<file path="src/rtl/vaddr_pkg.sv">
package vaddr_pkg;

    localparam int CNT_W  = 8;
    localparam int DATA_W = 8;
    localparam int ADDR_W = 14;
    localparam int HI_W   = ADDR_W - DATA_W;
    localparam int IDX_W  = 5;

    localparam logic [IDX_W-1:0] IDX_HTOT     = 5'd0;
    localparam logic [IDX_W-1:0] IDX_HDISP    = 5'd1;
    localparam logic [IDX_W-1:0] IDX_ROWS     = 5'd4;
    localparam logic [IDX_W-1:0] IDX_LINES    = 5'd9;
    localparam logic [IDX_W-1:0] IDX_START_HI = 5'd12;
    localparam logic [IDX_W-1:0] IDX_START_LO = 5'd13;

    typedef logic [ADDR_W-1:0] addr_t;
    typedef logic [CNT_W-1:0]  cnt_t;

    typedef enum logic [1:0] {
        VAR_PLAIN       = 2'd0,
        VAR_ROW0_LIVE   = 2'd1,
        VAR_BUF_PRELOAD = 2'd2,
        VAR_PLAIN_ALT   = 2'd3
    } variant_e;

    typedef struct packed {
        cnt_t htot;
        cnt_t hdisp;
        cnt_t rows;
        cnt_t lines;
    } tcfg_t;

    typedef struct packed {
        cnt_t hcc;
        cnt_t vlc;
        cnt_t vcc;
    } tpos_t;

    typedef struct packed {
        logic disp;
        logic line_end;
        logic frame_end;
        logic capture;
        logic cap_last_row;
        logic next_row0;
    } tev_t;

    function automatic addr_t join_start(logic [HI_W-1:0] hi, logic [DATA_W-1:0] lo);
        return {hi, lo};
    endfunction

    function automatic logic is_plain(variant_e v);
        return (v == VAR_PLAIN) || (v == VAR_PLAIN_ALT);
    endfunction

endpackage

</file>
<file path="src/rtl/vaddr_regs.sv">
module vaddr_regs
    import vaddr_pkg::*;
#(
    parameter int HTOT_RST  = 7,
    parameter int HDISP_RST = 4,
    parameter int ROWS_RST  = 3,
    parameter int LINES_RST = 2
) (
    input  logic              clk,
    input  logic              rst,
    input  logic              sel_we,
    input  logic              data_we,
    input  logic [DATA_W-1:0] wdata,
    output tcfg_t             cfg,
    output addr_t             start_addr
);

    logic [IDX_W-1:0]  sel_q;
    tcfg_t             cfg_q;
    logic [HI_W-1:0]   hi_q;
    logic [DATA_W-1:0] lo_q;

    always_ff @(posedge clk) begin
        if (rst) begin
            sel_q <= '0;
        end else if (sel_we) begin
            sel_q <= wdata[IDX_W-1:0];
        end
    end

    always_ff @(posedge clk) begin
        if (rst) begin
            cfg_q.htot  <= cnt_t'(HTOT_RST);
            cfg_q.hdisp <= cnt_t'(HDISP_RST);
            cfg_q.rows  <= cnt_t'(ROWS_RST);
            cfg_q.lines <= cnt_t'(LINES_RST);
            hi_q        <= '0;
            lo_q        <= '0;
        end else if (data_we) begin
            case (sel_q)
                IDX_HTOT:     cfg_q.htot  <= wdata;
                IDX_HDISP:    cfg_q.hdisp <= wdata;
                IDX_ROWS:     cfg_q.rows  <= wdata;
                IDX_LINES:    cfg_q.lines <= wdata;
                IDX_START_HI: hi_q        <= wdata[HI_W-1:0];
                IDX_START_LO: lo_q        <= wdata;
                default: ;
            endcase
        end
    end

    assign cfg        = cfg_q;
    assign start_addr = join_start(hi_q, lo_q);

endmodule

</file>
<file path="src/rtl/vaddr_raster.sv">
module vaddr_raster
    import vaddr_pkg::*;
(
    input  logic  clk,
    input  logic  rst,
    input  tcfg_t cfg,
    output tpos_t pos,
    output tev_t  ev
);

    tpos_t pos_q;
    logic  row_end;

    always_comb begin
        ev.line_end     = (pos_q.hcc == cfg.htot);
        row_end         = ev.line_end && (pos_q.vlc == cfg.lines);
        ev.frame_end    = row_end && (pos_q.vcc == cfg.rows);
        ev.disp         = (pos_q.hcc < cfg.hdisp);
        ev.capture      = (pos_q.hcc == cfg.hdisp) && (pos_q.vlc == cfg.lines);
        ev.cap_last_row = ev.capture && (pos_q.vcc == cfg.rows);
        ev.next_row0    = ev.frame_end || ((pos_q.vcc == '0) && !row_end);
    end

    always_ff @(posedge clk) begin
        if (rst) begin
            pos_q <= '0;
        end else if (ev.line_end) begin
            pos_q.hcc <= '0;
            if (row_end) begin
                pos_q.vlc <= '0;
                pos_q.vcc <= ev.frame_end ? '0 : pos_q.vcc + 1'b1;
            end else begin
                pos_q.vlc <= pos_q.vlc + 1'b1;
            end
        end else begin
            pos_q.hcc <= pos_q.hcc + 1'b1;
        end
    end

    assign pos = pos_q;

endmodule

</file>
<file path="src/rtl/vaddr_ptr.sv">
module vaddr_ptr
    import vaddr_pkg::*;
(
    input  logic     clk,
    input  logic     rst,
    input  variant_e variant,
    input  tev_t     ev,
    input  addr_t    start_addr,
    output addr_t    ma,
    output addr_t    ma_buf
);

    addr_t ma_q, buf_q, ma_n, buf_n;

    always_comb begin
        ma_n  = ma_q;
        buf_n = buf_q;
        if (ev.disp && !ev.line_end) begin
            ma_n = ma_q + 1'b1;
        end
        if (ev.capture) begin
            if (variant == VAR_BUF_PRELOAD && ev.cap_last_row) begin
                buf_n = start_addr;
            end else begin
                buf_n = ma_q;
            end
        end
        if (ev.line_end) begin
            unique case (variant)
                VAR_BUF_PRELOAD: begin
                    ma_n = buf_q;
                end
                VAR_ROW0_LIVE: begin
                    if (ev.next_row0) begin
                        ma_n = start_addr;
                        if (ev.frame_end) begin
                            buf_n = start_addr;
                        end
                    end else begin
                        ma_n = buf_q;
                    end
                end
                default: begin
                    if (is_plain(variant) && ev.frame_end) begin
                        ma_n  = start_addr;
                        buf_n = start_addr;
                    end else begin
                        ma_n = buf_q;
                    end
                end
            endcase
        end
    end

    always_ff @(posedge clk) begin
        if (rst) begin
            ma_q  <= '0;
            buf_q <= '0;
        end else begin
            ma_q  <= ma_n;
            buf_q <= buf_n;
        end
    end

    assign ma     = ma_q;
    assign ma_buf = buf_q;

endmodule

</file>
<file path="src/rtl/vaddr_reload.sv">
module vaddr_reload
    import vaddr_pkg::*;
#(
    parameter int HTOT_RST  = 7,
    parameter int HDISP_RST = 4,
    parameter int ROWS_RST  = 3,
    parameter int LINES_RST = 2
) (
    input  logic              clk,
    input  logic              rst,
    input  logic [1:0]        variant_sel,
    input  logic              reg_sel_we,
    input  logic              reg_data_we,
    input  logic [DATA_W-1:0] reg_wdata,
    output logic [ADDR_W-1:0] vid_addr
);

    tcfg_t    cfg;
    addr_t    start_addr;
    tpos_t    pos;
    tev_t     ev;
    addr_t    ma_buf;
    variant_e variant;

    assign variant = variant_e'(variant_sel);

    vaddr_regs #(
        .HTOT_RST  (HTOT_RST),
        .HDISP_RST (HDISP_RST),
        .ROWS_RST  (ROWS_RST),
        .LINES_RST (LINES_RST)
    ) u_regs (
        .clk        (clk),
        .rst        (rst),
        .sel_we     (reg_sel_we),
        .data_we    (reg_data_we),
        .wdata      (reg_wdata),
        .cfg        (cfg),
        .start_addr (start_addr)
    );

    vaddr_raster u_raster (
        .clk (clk),
        .rst (rst),
        .cfg (cfg),
        .pos (pos),
        .ev  (ev)
    );

    vaddr_ptr u_ptr (
        .clk        (clk),
        .rst        (rst),
        .variant    (variant),
        .ev         (ev),
        .start_addr (start_addr),
        .ma         (vid_addr),
        .ma_buf     (ma_buf)
    );

endmodule

</file>
<file path="config.mk">
export PLATFORM = sky130hd
export DESIGN_NAME = vaddr_reload
export DESIGN_NICKNAME = d
export VERILOG_FILES = /design/src/rtl/vaddr_pkg.sv /design/src/rtl/vaddr_regs.sv /design/src/rtl/vaddr_raster.sv /design/src/rtl/vaddr_ptr.sv /design/src/rtl/vaddr_reload.sv
export SDC_FILE = /design/constraint.sdc
export NUM_CORES = 1
export LEC_CHECK = 0
export BUFFER_PORTS_ARGS = -buffer_cell sky130_fd_sc_hd__buf_2
export CAP_MARGIN = 30
export CORE_UTILIZATION = 50
export DETAILED_ROUTE_END_ITERATION = 16
export HOLD_SLACK_MARGIN = 0.15
export PLACE_DENSITY_LB_ADDON = 0.05
export SYNTH_ARGS = -nofsm -noshare
export SYNTH_HDL_FRONTEND = slang
export SYNTH_SLANG_ARGS = --single-unit
</file>
<file path="constraint.sdc">
create_clock -name clk -period 3.4 [get_ports clk]
set_input_delay 0.34 -clock clk [delete_from_list [all_inputs] [get_ports clk]]
set_output_delay 0.34 -clock clk [all_outputs]
set_load 0.02 [all_outputs]
</file>
======== Word-level counts from Yosys, hierarchy flattened ========
Cells that the tools add are included.
word-level totals
  output and inout bits ................... 14
  word-level logic and storage cells ...... 67
  input port bits ......................... 14
  flip-flop bits (word level) ............. 103
cells by class
  $lt $le $gt $ge ......................... 1
  equal/unequal tests ..................... 12
  add/subtract/negate cells ............... 4
  muxes and demuxes ....................... 14
  reductions and logical operators ........ 24
operators by type and width
  kind                   number
  $mux 14                10
  $pmux 14 s2            2
  $eq 8x8->1             4
  $add 8x1->8 const B    3
  $mux 8                 2
  $eq 5x4->1 const B     3
  $add 14x1->14 const B  1
  $reduce_and 2->1       7
  $logic_and 1x1->1      8
  $logic_not 8->1        1
  $lt 8x8->1             1
  $eq 5x1->1 const B     1
  $eq 5x3->1 const B     1
  $logic_not 5->1        1
  $eq 2x2->1 const B     2
  $eq 2x1->1 const B     1
  $logic_not 1->1        2
  $logic_not 2->1        1
  $logic_or 1x1->1       2
  $reduce_bool 2->1      1
  $reduce_or 2->1        1

======== Longest topological paths before layout ========
  word-level depth ........................ 10
  mapped depth ............................ 11
  mapped depth without buffers ............ 9

======== Modules after synthesis ========
From an unflattened synthesis, not the netlist that was laid out.
unflattened totals
  cell total of the unflattened synthesis .. 675
  area, all modules ....................... 6254.7 sq um
modules (own cells, without submodules)
  module        sequential area each (sq um)  cells each  times used  area each (sq um)
  vaddr_ptr     560.5                         297         1           2508.7
  vaddr_regs    1021.0                        190         1           2068.2
  vaddr_raster  480.5                         188         1           1677.9

======== Worst setup path before layout ========
Ideal clock, no wire load.
  kind .................................... reg-to-reg
  start ................................... reg u_regs.cfg_q (netlist bit u_regs.cfg[17])
  end ..................................... reg u_ptr.ma_q[5], in the netlist u_ptr.ma[5]
  data arrival time ....................... 1.984 ns
  buffers on the path ..................... 1
  clock period less this slack ............ 2.070 ns
  data required time ...................... 3.314 ns
  setup time .............................. 0.086 ns
  stages on the path, launching flop included .. 11
  setup slack ............................. 1.330 ns
  cells stage by stage .................... dfxtp_1 -> inv_1 -> ha_1 -> nor2b_1 -> o211ai_1 -> a31oi_1 -> o21a_1 -> clkbuf_1 -> nor4b_1 -> xnor2_1 -> a211oi_1
on the way
  cells in the longest elaborated chain, start to end .. 3
RTL lines
  item                                line                RTL
  from (decl)                         vaddr_regs.sv:19    tcfg_t cfg_q;
  $lt 8x8->1                          vaddr_raster.sv:18  ev.disp = (pos_q.hcc < cfg.hdisp);
  $logic_and 1x1->1                   vaddr_ptr.sv:18     if (ev.disp && !ev.line_end) begin
  $reduce_bool 2->1 (no source line)  n/a
  to (signal assigned)                vaddr_ptr.sv:60     ma_q <= ma_n;
  to (decl)                           vaddr_ptr.sv:13     addr_t ma_q, buf_q, ma_n, buf_n;
Every way passes these cells.
A chain may end at the register's enable or synchronous reset.

======== Worst setup path in the final report ========
  start ................................... reg u_raster.pos_q (netlist bit u_raster.pos[11])
  end ..................................... reg u_ptr.ma_q[9], in the netlist u_ptr.ma[9]
on the way
  cells in the longest elaborated chain, start to end .. 8
  elaborated cells between the ends (all ways) .. 11
  classes of those cells .................. eq/ne: 1; mux: 4; reduce/logical: 6
RTL lines
  item                   line                RTL
  from (decl)            vaddr_raster.sv:11  tpos_t pos_q;
  $eq 8x8->1 (*)         vaddr_raster.sv:16  row_end = ev.line_end && (pos_q.vlc == cfg.lines);
  $logic_and 1x1->1 (*)  vaddr_raster.sv:16
  $logic_not 1->1        vaddr_raster.sv:21  ev.next_row0 = ev.frame_end || ((pos_q.vcc == '0) && !row_end);
  $logic_and 1x1->1      vaddr_raster.sv:21
  $logic_or 1x1->1       vaddr_raster.sv:21
  $mux 14                vaddr_ptr.sv:34     if (ev.next_row0) begin
  $pmux 14 s2 (*)        vaddr_ptr.sv:29     unique case (variant)
  $mux 14 (*)            vaddr_ptr.sv:28     if (ev.line_end) begin
Mark *: on every way between the ends. The rest lies on a longest branch, timed or not.

==> run_results.csv <==
group,metric,value,unit
synth,synthCells,578,
synth,async_flop_share,0,%
timing,fin_skew,10.4,ps
worst_setup_path,slowest_delay,660,ps
synth,netlist_area,5200,µm²
timing,tns,0,ps
timing,max_slew_margin,40.1,%
worst_setup_path,required,3690,ps
clock_network,numCtsBuffers,9,
global_routing,grt_pass1_wl,21900,µm
clock_network,cts_tree,"done",
worst_setup_path,critPathKind,"reg -> reg",
clock_network,ctsHoldBuffers,0,
clock_network,cts_setup_buffers,0,
cells_and_area,multi_input_area,2960,µm²
timing,holdWs,314,ps
cells_and_area,fillers,933,
worst_setup_path,r2r_cells,7,
timing,setup_viol,0,
worst_setup_path,path_cells,"xnor2_1 -> nand4_1 -> nor4_4 -> o22ai_1 -> and3b_1 -> a221oi_1 -> a211oi_1",
timing,fin_crit_sh,83.3,%
place,dp_hpwl,9380,µm
cells_and_area,ff_latch_area,2060,µm²
timing,worst_slew_pin_slew,895,ps
drt,avgRoutedWirePerCell,18.3,µm
floorplanning,die_area,10800,µm²
worst_setup_path,crit_path_start_kind,"register",
power_and_ir_drop,p_leak,2.22,nW
synth,syn_area_per_cell,9.01,µm²
cells_and_area,final_common_cell,"dfxtp_1",
outcome,status,"complete, no violations",
clock_network,clockRootBuffer,"clkbuf_8",
power_and_ir_drop,peakVddDrop,0.000313,V
synth,synth.net_count,607,
global_routing,antenna_found_initial,0,
cells_and_area,final_cell_mix,"103 x dfxtp_1, 85 x nor2_1, 56 x mux2i_1",
power_and_ir_drop,power,2.37,mW
global_routing,overflow,0,
min_path,hold_path_class,"in -> reg",
floorplanning,chipHeight,104,µm
drt,drt_iter0_drc,178,
cells_and_area,syn2layout_area_growth,8.70,%
clock_network,cts.sinks,103,
floorplanning,ios,28,
synth,ys_seq_elements,103,
cells_and_area,n_antenna_cell,0,
worst_setup_path,crit_slowest_cell,"nor4_4",
synth,synth_edf_count,0,
worst_setup_path,rrSetupSlack,570,ps
worst_setup_path,critPathArrivalTime,3120,ps
synth,synthFlopType,"dfxtp_1",
drt,postRouteWirelength,13400,µm
drt,routed_via_density,5.89,
floorplanning,die_w,104,µm
drt,drc,0,
floorplanning,coreArea,9910,µm²
power_and_ir_drop,power_density,419,nW/µm²
drt,ant_nets,0,
synth,ys_types,56,
timing,clock.fmax,353,MHz
worst_setup_path,path_max_fanout,12,
timing,rsz0062_at_grt,"false",
timing,slew_violations,0,
cells_and_area,drive_above_1_share,10.5,%
drt,first_pass_iters,5,
global_routing,grt_start_max_net_pins,40,
cells_and_area,nets,625,
clock_network,cts_resized,0,
place,place_congestion,0.875,
drt,vias,4321,
timing,min_period,2830,ps
synth,ys_warn_count,0,
clock_network,clk_latency,380,ps
clock_network,htree_levels,3,
run,cap_violations,0,
synth,seq_area_frac_synth,39.6,%
clock_network,cts.path.max_buffers,2,
min_path,whs_path_depth,3,
worst_setup_path,critPathCaptureType,"register",
floorplanning,rows,36,
timing,hold_violations,0,
clock_network,clkTransAtPathRegs,100,ps
global_routing,globalRouteTotalUtil,26.0,%
global_routing,grt_pass1_vias,4202,
place,io_buffers,27,
floorplanning,initial_utilization,52.5,%
[metrics by stage]
stage | std cells | instance area, µm² | util [%] | setup WS, ps
6_report | 734 | 5660 | 57.1 | 569
5_1_grt | 734 | 5660 | 57.1 | 364
4_1_cts | 734 | 5660 | 57.1 | 613
3_5_place_dp | 718 | 5440 | 54.8 | 635
3_3_place_gp | 718 | 5440 | 54.8 | 753
2_1_floorplan | 578 | 5200 | - | 1330
[logic make-up (layout without fill, tap and decap cells)]
logic type,count (synthesis),in the layout,share of synthesized area (%)
muxes,57,57,11.0
buffers and inverters,43,66,3.53
xor gates and xnor gates,57,57,9.59
adders and majority gates,15,15,3.61
and+or+nand+nor,227,227,21.9
DFF,103,103,39.6
AOI/OAI and AO/OA,76,76,10.8
[state kept, by name, summed over array words and instances, names as in the netlist]
name and cells:
u_regs.sel_q 5, u_ptr.ma_buf 14, u_regs.lo_q 8, u_raster.pos 24, u_regs.cfg 32, u_regs.hi_q 6
u_ptr.ma 14
[synth_stat cells, drive strengths merged (2+ instances only)]
library cell	instances	area share, %
buf	10	1.2
a221oi	13	2.9
clkbuf	17	1.2
or3	2	0.24
mux2i	56	11
nand3b	2	0.29
a31oi	2	0.24
inv	16	1.2
ha	15	3.6
and3b	2	0.34
xor2	10	1.7
dfxtp	103	40
and2	2	0.24
nor3	39	3.8
nand3	13	1.3
nand4	12	1.6
nor2	87	6.5
nand2	31	2.2
and3	13	1.6
o31ai	12	1.7
xnor2	47	7.9
o21ai	18	1.7
o21a	2	0.29
nor4	4	0.77
nand2b	4	0.48
a21oi	10	0.96
nor4b	4	0.67
a211oi	8	1.2
and4	6	1.0
[cell type report]
| class | instances | area share (%) |
|---|---|---|
| inverter | 16 | 1.06 |
| sequential | 103 | 36.4 |
| clock inverter | 5 | 1.44 |
| clock buffer | 11 | 2.50 |
| multi-input combinational | 432 | 52.3 |
| timing repair buffer | 34 | 3.32 |
| tap | 133 | 2.94 |
[per-layer routing]
metal | vias up | global-route usage (%) | wire (µm)
met5 | - | 0 | 0
met4 | 0 | 8.67 | 274
met3 | 21 | 6.39 | 699
met2 | 103 | 41.3 | 6210
met1 | 2107 | 34.5 | 6230
li1 | 2090 | - | -
[worst paths after layout]
path / startpoint / endpoint
hold reg to reg: u_ptr.ma_buf[12] / u_ptr.ma_buf[12]
setup / recovery: u_raster.pos[11] / u_ptr.ma[9]
setup reg to reg: u_raster.pos[11] / u_ptr.ma[9]
hold / removal: reg_sel_we / u_regs.sel_q[1]
[worst max-delay path: cells and delay by family, from the launching register on]
kind,cells,cell delay [ps]
AO/OA/AOI/OAI,3,630
XOR/XNOR,1,160
flip-flops,1,420
AND/OR/NAND/NOR,3,1530
[power breakdown]
| group | leakage (nW) | total, mW | switching [mW] | internal, mW |
|---|---|---|---|---|
| sequential | 0.833 | 1.27 | 0.0337 | 1.23 |
| combinational | 1.28 | 0.248 | 0.157 | 0.0909 |
| clock | 0.110 | 0.855 | 0.420 | 0.435 |
Note: power is estimated with default switching activity, not from simulation.
